`src/rtl/scl_timer.sv`:
```
module scl_timer #(
  parameter int CNT_W  = 16,
  parameter int MIN_HI = 6,
  parameter int MIN_LO = 8
) (
  input  logic             clk,
  input  logic             rst_n,
  input  logic [2:0]       ctrl,
  input  logic [CNT_W-1:0] std_hi,
  input  logic [CNT_W-1:0] std_lo,
  input  logic [CNT_W-1:0] fst_hi,
  input  logic [CNT_W-1:0] fst_lo,
  input  logic             start_req,
  input  logic             stop_req,
  input  logic             scl_in,
  output logic             scl_drv,
  output logic             sda_drv,
  output logic             busy
);
  localparam int PW = CNT_W + 1;

  typedef enum logic [2:0] {IDLE, HOLD, LOW, HIGH, FINAL} st_t;
  st_t st;

  logic [CNT_W-1:0] hi_q, lo_q;
  logic [PW-1:0]    cnt;
  logic             stop_pend;

  wire [CNT_W-1:0] sel_hi  = ctrl[2] ? fst_hi : std_hi;
  wire [CNT_W-1:0] sel_lo  = ctrl[2] ? fst_lo : std_lo;
  wire [CNT_W-1:0] clip_hi = (sel_hi < CNT_W'(MIN_HI)) ? CNT_W'(MIN_HI) : sel_hi;
  wire [CNT_W-1:0] clip_lo = (sel_lo < CNT_W'(MIN_LO)) ? CNT_W'(MIN_LO) : sel_lo;
  wire             go      = start_req & ctrl[0] & (ctrl[1] | ctrl[2]);
  wire             last    = (cnt == '0);

  assign scl_drv = (st != LOW);
  assign sda_drv = (st == IDLE);
  assign busy    = (st != IDLE);

  always_ff @(posedge clk or negedge rst_n) begin
    if (!rst_n) begin
      st        <= IDLE;
      cnt       <= '0;
      hi_q      <= CNT_W'(MIN_HI);
      lo_q      <= CNT_W'(MIN_LO);
      stop_pend <= 1'b0;
    end else begin
      if (st != IDLE && stop_req) stop_pend <= 1'b1;
      case (st)
        IDLE: if (go) begin
          hi_q      <= clip_hi;
          lo_q      <= clip_lo;
          cnt       <= PW'(clip_hi) + PW'(2);
          stop_pend <= 1'b0;
          st        <= HOLD;
        end
        HOLD: if (last) begin
          cnt <= PW'(lo_q);
          st  <= LOW;
        end else cnt <= cnt - 1'b1;
        LOW: if (last) begin
          cnt <= PW'(hi_q) + PW'(7);
          st  <= (stop_pend || stop_req) ? FINAL : HIGH;
        end else cnt <= cnt - 1'b1;
        HIGH, FINAL: if (scl_in) begin
          if (last) begin
            cnt <= PW'(lo_q);
            st  <= (st == FINAL) ? IDLE : LOW;
          end else cnt <= cnt - 1'b1;
        end
        default: st <= IDLE;
      endcase
    end
  end


  start_gate_chk: assert property (@(posedge clk) disable iff (!rst_n)
    $rose(busy) |-> $past(start_req) && $past(ctrl[0]) && ($past(ctrl[1]) || $past(ctrl[2])));


  stretch_hold_chk: assert property (@(posedge clk) disable iff (!rst_n)
    ((st == HIGH || st == FINAL) && !scl_in) |=> $stable(cnt) && scl_drv);


  clamp_chk: assert property (@(posedge clk) disable iff (!rst_n)
    busy |-> (hi_q >= CNT_W'(MIN_HI)) && (lo_q >= CNT_W'(MIN_LO)));


  stop_release_chk: assert property (@(posedge clk) disable iff (!rst_n)
    $fell(busy) |-> sda_drv && scl_drv && $past(scl_in));


  sda_edge_chk: assert property (@(posedge clk) disable iff (!rst_n)
    !$stable(sda_drv) |-> scl_drv && $past(scl_drv));
endmodule

```
`config.mk`:
```
export PLATFORM = sky130hd
export DESIGN_NAME = scl_timer
export DESIGN_NICKNAME = d
export VERILOG_FILES = /design/src/rtl/scl_timer.sv
export SDC_FILE = /design/constraint.sdc
export NUM_CORES = 1
export LEC_CHECK = 0
export ABC_AREA = 1
export BUFFER_PORTS_ARGS = -buffer_cell sky130_fd_sc_hd__buf_4
export CORE_MARGIN = 1
export CORE_UTILIZATION = 45
export DETAILED_ROUTE_END_ITERATION = 8
export PLACE_DENSITY = 0.74
export SLEW_MARGIN = 40
export SYNTH_ARGS = -nofsm -noshare
export SYNTH_HDL_FRONTEND = slang
export SYNTH_SLANG_ARGS = --single-unit
```
`constraint.sdc`:
```
create_clock -name clk -period 2.52 [get_ports clk]
set_input_delay 0.504 -clock clk [delete_from_list [all_inputs] [get_ports clk]]
set_output_delay 0.504 -clock clk [all_outputs]
set_load 0.01 [all_outputs]
```
# Word level (Yosys, flattened, before mapping)
# Index checks and enable logic that the tools add are counted.
# W data, S select, Z words.
dict set report word_totals {
  word_cells 53
  in_bits 72
  out_inout_bits 3
  regBits 53
}
dict set report classes {
  magnitude_cmp 2
  n_reduce_logical 10
  eq_ne 10
  bitwise_logic 3
  add_sub_neg 3
  mux 20
}
# operator n
set ops {}
lappend ops {{$mux W17} 4}
lappend ops {{$pmux W17 S4} 1}
lappend ops {{$mux W16} 4}
lappend ops {{$mux W3} 6}
lappend ops {{$add A16 B2 Y17 const B} 1}
lappend ops {{$add A16 B3 Y17 const B} 1}
lappend ops {{$logic_not A17 Y1} 1}
lappend ops {{$sub A17 B1 Y17 const B} 1}
lappend ops {{$lt A16 B3 Y1 const B} 1}
lappend ops {{$lt A16 B4 Y1 const B} 1}
lappend ops {{$pmux W3 S4} 1}
lappend ops {{$ne A2 B2 Y1 const B} 4}
lappend ops {{$eq A3 B2 Y1 const B} 2}
lappend ops {{$reduce_and A5 Y1} 1}
lappend ops {{$reduce_bool A4 Y1} 1}
lappend ops {{$eq A3 B1 Y1 const B} 1}
lappend ops {{$eq A3 B3 Y1 const B} 1}
lappend ops {{$logic_not A3 Y1} 1}
lappend ops {{$mux W1} 3}
lappend ops {{$ne A3 B2 Y1 const B} 1}
lappend ops {{$reduce_and A3 Y1} 1}
lappend ops {{$reduce_bool A3 Y1} 1}
lappend ops {{$and A1 B1 Y1} 2}
lappend ops {{$mux W2} 1}
lappend ops {{other kinds (6)} 6}

# Logic depth before layout (Yosys ltp)
dict set report depth {
  depth_word 6
  mapped_depth 19
  depth_no_buf 17
}

# Worst setup path after synthesis
# Ideal clock, no wire load.
dict set report synth_path {
  path_kind {input-to-reg}
  from {in ctrl[2]}
  to {reg cnt[13]}
  t_arrival_ns 2.317
  cell_stages 18
  setup_slack_ns 0.086
  cell_sequence {buf_6 inv_4 buf_6 buf_6 nand2_2 nand2_1 nand3_1 nor2_1 nand3_1 nand2_1 ha_1 nand3_1 nor2_4 nand4_1 nand3_1 nand3_1 nand2_1 nand2_1}
}
dict set report synth_between {
  elab_chain_len 6
  word_cells_on_any_way 10
  cone_classes {add/sub (1); order compare (1); eq/ne (1); mux (4); bitwise (2); reduce/logical (1)}
}
# item line_no
set synth_rtl {}
lappend synth_rtl {{from (decl)} 8} ;# input logic [2:0] ctrl,
lappend synth_rtl {{$mux W16 *} 29} ;# wire [CNT_W-1:0] sel_hi = ctrl[2] ? fst_hi : std_hi;
lappend synth_rtl {{$lt A16 B3 Y1} 31} ;# wire [CNT_W-1:0] clip_hi = (sel_hi < CNT_W'(MIN_HI)) ? CNT_W'(MIN_HI) : sel_hi;
lappend synth_rtl {{$mux W16 *} 31}
lappend synth_rtl {{via clip_hi[1]} 31}
lappend synth_rtl {{$add A16 B2 Y17 *} 53} ;# cnt <= PW'(clip_hi) + PW'(2);
lappend synth_rtl {{$mux W17 *} 50} ;# IDLE: if (go) begin
lappend synth_rtl {{$pmux W17 S4 *} 49} ;# case (st)
lappend synth_rtl {{to (signal assigned)} 53}
lappend synth_rtl {{to (signal assigned)} 58} ;# cnt <= PW'(lo_q);
lappend synth_rtl {{to (signal assigned)} 60} ;# end else cnt <= cnt - 1'b1;
lappend synth_rtl {{to (decl)} 26} ;# logic [PW-1:0] cnt;
# Mark *: on every way through the listed nets, which the timed path passes. The rest lies on a longest branch. The select of a mux whose other input is x is not followed.
# A chain may end at the register's enable or synchronous reset.

# Worst setup path after layout
dict set report layout_path {
  from {reg cnt[0]}
  to {reg cnt[11]}
}
dict set report layout_between {
  elab_chain_len 4
  word_cells_on_any_way 6
  cone_classes {add/sub (1); mux (4); reduce/logical (1)}
}
# item line_no
set layout_rtl {}
lappend layout_rtl {{$sub A17 B1 Y17 or $logic_not A17 Y1 (tied branches)} -}
lappend layout_rtl {{$mux W17} {57, 66}}
lappend layout_rtl {{$mux W17} 65} ;# HIGH, FINAL: if (scl_in) begin
lappend layout_rtl {{$pmux W17 S4 *} 49}
# Mark *: on every way between the ends. The rest lies on a longest branch, timed or not. The select of a mux whose other input is x is not followed.

==> impl_summary.txt <==
----------------------------------------------------
[Run status]
  Outcome ... finished clean

[Critical path]
  Crit path max fanout ... 13
  Worst flop-to-flop path endpoint ... cnt[11]$_DFFE_PN0P_
  Worst-path cell with the longest stage delay ... dfrtp_1
  Arrival time reported for the critical path endpoint ... 2.47 ns
  Max stage delay on crit path ... 0.41 ns
  Endpoint of the most critical setup path ... cnt[11]$_DFFE_PN0P_
  Origin of the worst setup path ... cnt[0]$_DFFE_PN0P_
  Reg2reg path depth ... 10
  Critical Path Start Type ... register
  Most used cell, CP ... nand2_1
  Classification of the worst setup path ... register to register
  Cell breakdown of the critical path ... inv_1, ha_1, nand2_1, nor2_4, nand3_2, or2_2, nand3_1, nand3_1, nand2_1, nand2_1
  Crit path required time ... 2.73 ns
  Element type at the critical path end ... register
  Worst R2R Start ... cnt[0]$_DFFE_PN0P_
  Setup slack, reg-to-reg ... 0.26 ns

[Clocking]
  Number of gates resized after CTS ... 0
  Hold bufs inserted after CTS ... 0
  Clock-pin slew on the worst setup and hold paths ... 0.10 ns
  Number of sinks driven by the clock tree ... 53
  Deepest clock path buffer count ... 2
  Clock insertion delay at the later pin of the skew report ... 0.32 ns
  TritonCTS clock tree ... yes
  Root buffer cell ... clkbuf_8
  Maximum level of the CTS H-tree ... 2
  Buffers inserted during post-CTS setup optimization ... 0
  Inserted Clock Buffers ... 5

[Detailed routing]
  Detailed router's first-iteration violation count ... 287
  Remaining design rule violation count ... 0
  Post-DR vias/cell ... 5.17
  Metal2 WL ... 6340 um
  Number of antenna-violating nets in the routed design ... 0
  Met3 Routed Length ... 680 um
  Total length of routed wires ... between 10,000 and 15,000 um
  Count of TritonRoute iterations in the first routing pass ... 5
  Routed wire per std cell ... 13.8 um
  Vias ... 4,935
  Top metal layer carrying routed signals ... met4
  Met1 Routed Length ... 5870 um

[Synthesis]
  Number of synthesis warnings ... 0
  Most frequently used flop master after synthesis ... dfrtp_1
  Number of instances in the synthesized netlist ... roughly 740
  Area share of the largest cell type after synthesis ... 0.282
  Number of unique standard cell types used by synthesis ... 35
  Share of async-settable or async-resettable flops after synthesis ... 1.00
  Post-synthesis instance area ... 0.00443 mm2
  Synth area leader ... dfrtp_1
  Avg Synthesized Cell Area ... 6.01 um2
  Most common cell in the synthesized netlist ... nand2_1
  Commonest cells in the synthesized netlist ... nand2_1 (294), inv_1 (85), nand3_1 (74)
  Fraction of the yosys area taken by sequential cells ... 0.300
  Post-synthesis register bit count ... 53
  Number of enable-type register cells in the synthesized netlist ... 0
  Leading post-synthesis cells by cell area ... dfrtp_1 (28%), nand2_1 (25%), nand3_1 (8.4%)
  Net count of the mapped netlist ... around 810

[Job]
  Max-cap violations ... 0

[Floorplanning]
  Area of the core region ... approximately 0.0094 mm2
  Number of top-level pins ... 75
  Die area ... 0.0102 mm2
  Starting density of the core ... 0.473
  X dimension of the die ... 101 um
  Number of placement rows ... 35
  Die H ... 101 um

[Finish]
  Summed area of non-filler cells in the final layout ... 0.00533 mm2
  Number of fill cells ... 958
  Area overhead of the layout relative to synthesis ... 20.3%
  Count of inserted antenna diode cells ... 0
  Proportion of layout cells with a drive suffix above 1 ... 0.168
  Post-Route Utilization ... 0.569
  Total number of nets in the final design ... 900

[Timing]
  Max_slew headroom ... 0.535
  Max-slew violation total from the final report ... 0
  Transition at the pin with the smallest max-transition slack ... 0.698 ns
  Worst hold margin ... 0.216 ns
  Timing-limited maximum frequency ... 0.443 GHz
  Setup repair after global routing missed its margin ... false
  Tmin final ... 2.26 ns
  Total negative slack for setup checks ... 0 ns
  Setup-failing EPs final ... 0
  Setup skew after layout ... 0.00929 ns
  Number of hold violations in the final report ... 0
  Final Cycle Share ... 0.895
  Final worst-path setup slack ... 0.264 ns

[Pwr]
  Leakage power ... 2.96 nW
  Power density normalized to cell area ... 350 mW/mm2
  Maximum resistive drop on vdd ... 0.254 mV

[Global routing]
  Number of antenna violations at the first check in global routing ... 0
  Global-route wire length before repair ... 22,000 um
  Vias in the first global route ... 4,653
  Global router's overall resource usage ... 0.277
  Total overflow reported by the global router ... 0
  Maximum number of pins on one net before global-route repair ... 54

[Placement]
  Total placed instance area ... between 0.005 and 0.006 mm2
  Dpl hpwl ... ~10,000 um
  Final Wtd Congestion ... 0.899
  PortBufs ... between 70 and 80
  Worst Setup Slack post-DPL ... -0.0359 ns

[Worst hold path]
  Worst min path class ... input port to asynchronous set/reset pin

----------------------------------------------------
==> worst min path at each step <==
stage | start | to | slack [ns] | cells past startpoint
floorplan | rst_n | cnt[0]$_DFFE_PN0P_ | 0.21 | 0
detailed placement | lo_q[11]$_DFFE_PN0P_ | lo_q[11]$_DFFE_PN0P_ | 0.47 | 2
global placement | lo_q[5]$_DFFE_PN0P_ | lo_q[5]$_DFFE_PN0P_ | 0.47 | 2
finish | rst_n | cnt[8]$_DFFE_PN0P_ | 0.22 | 1
global route | rst_n | cnt[4]$_DFFE_PN0P_ | 0.27 | 1
CTS | rst_n | cnt[4]$_DFFE_PN0P_ | 0.25 | 1
==> state kept, by name, indices dropped and copies added (netlist names) <==
signal,count
cnt,17
hi_q,16
lo_q,16
st,3
stop_pend,1
==> cell families (layout without fill, tap and decap cells) <==
| family | count (synthesis) | after routing | synth area share |
|---|---|---|---|
| buffers and inverters | 111 | 199 | 0.108 |
| AND/OR/NAND/NOR | 476 | 476 | 0.451 |
| multiplexers | 3 | 3 | 0.00678 |
| AO/OA/AOI/OAI | 78 | 78 | 0.0971 |
| XOR/XNOR | 14 | 14 | 0.0277 |
| flip-flops | 53 | 53 | 0.300 |
| adder cells (fa/ha/maj) | 3 | 3 | 0.00847 |
==> through the flow <==
stage,power (mW),std cells
5_1_grt,1.95,955
6_report,1.87,955
4_1_cts,1.87,955
2_1_floorplan,1.10,738
3_5_place_dp,1.28,947
3_3_place_gp,1.27,947
==> per-layer routing <==
metal,vias up,track usage
met4,0,0.0881
met1,2248,0.365
met5,-,0
met2,165,0.480
li1,2502,-
met3,20,0.0269
==> power by group <==
part | internal, mW | total, mW | switching [mW]
registers | 0.876 | 0.898 | 0.0213
clock network | 0.299 | 0.600 | 0.302
logic | 0.165 | 0.368 | 0.202
total | 1.34 | 1.87 | 0.525
==> area by class of cell <==
class,count,area (um2),share of cell area
clock buffers,6,72.6,0.0136
clock inverters,2,38.8,0.00728
inverters,89,337,0.0631
multi-input cells,574,2630,0.493
flip-flops and latches,53,1330,0.249
well taps,129,161,0.0303
repair buffers,102,766,0.144
==> cells in the final DEF (no fill, tap or decap), types with 5 or more instances in the layout <==
cell type and count:
dfrtp_1 50, o21ai_0 46, xor2_1 12, clkbuf_8 5, nand2_1 294, nand2_2 6
nand3_1 73, nor2_1 71, nand4_1 12, inv_1 85, nor2_2 5, buf_4 102
a21oi_1 14, o211ai_1 8
==> worst max-delay path, delay by kind of cell, from the launching register on <==
kind | cells | cell delay, ns
fa+ha+maj | 1 | 0.26
buf+inv | 1 | 0.10
flops | 1 | 0.41
simple gates | 8 | 1.36
No activity file was read; power rests on OpenSTA's default activity.
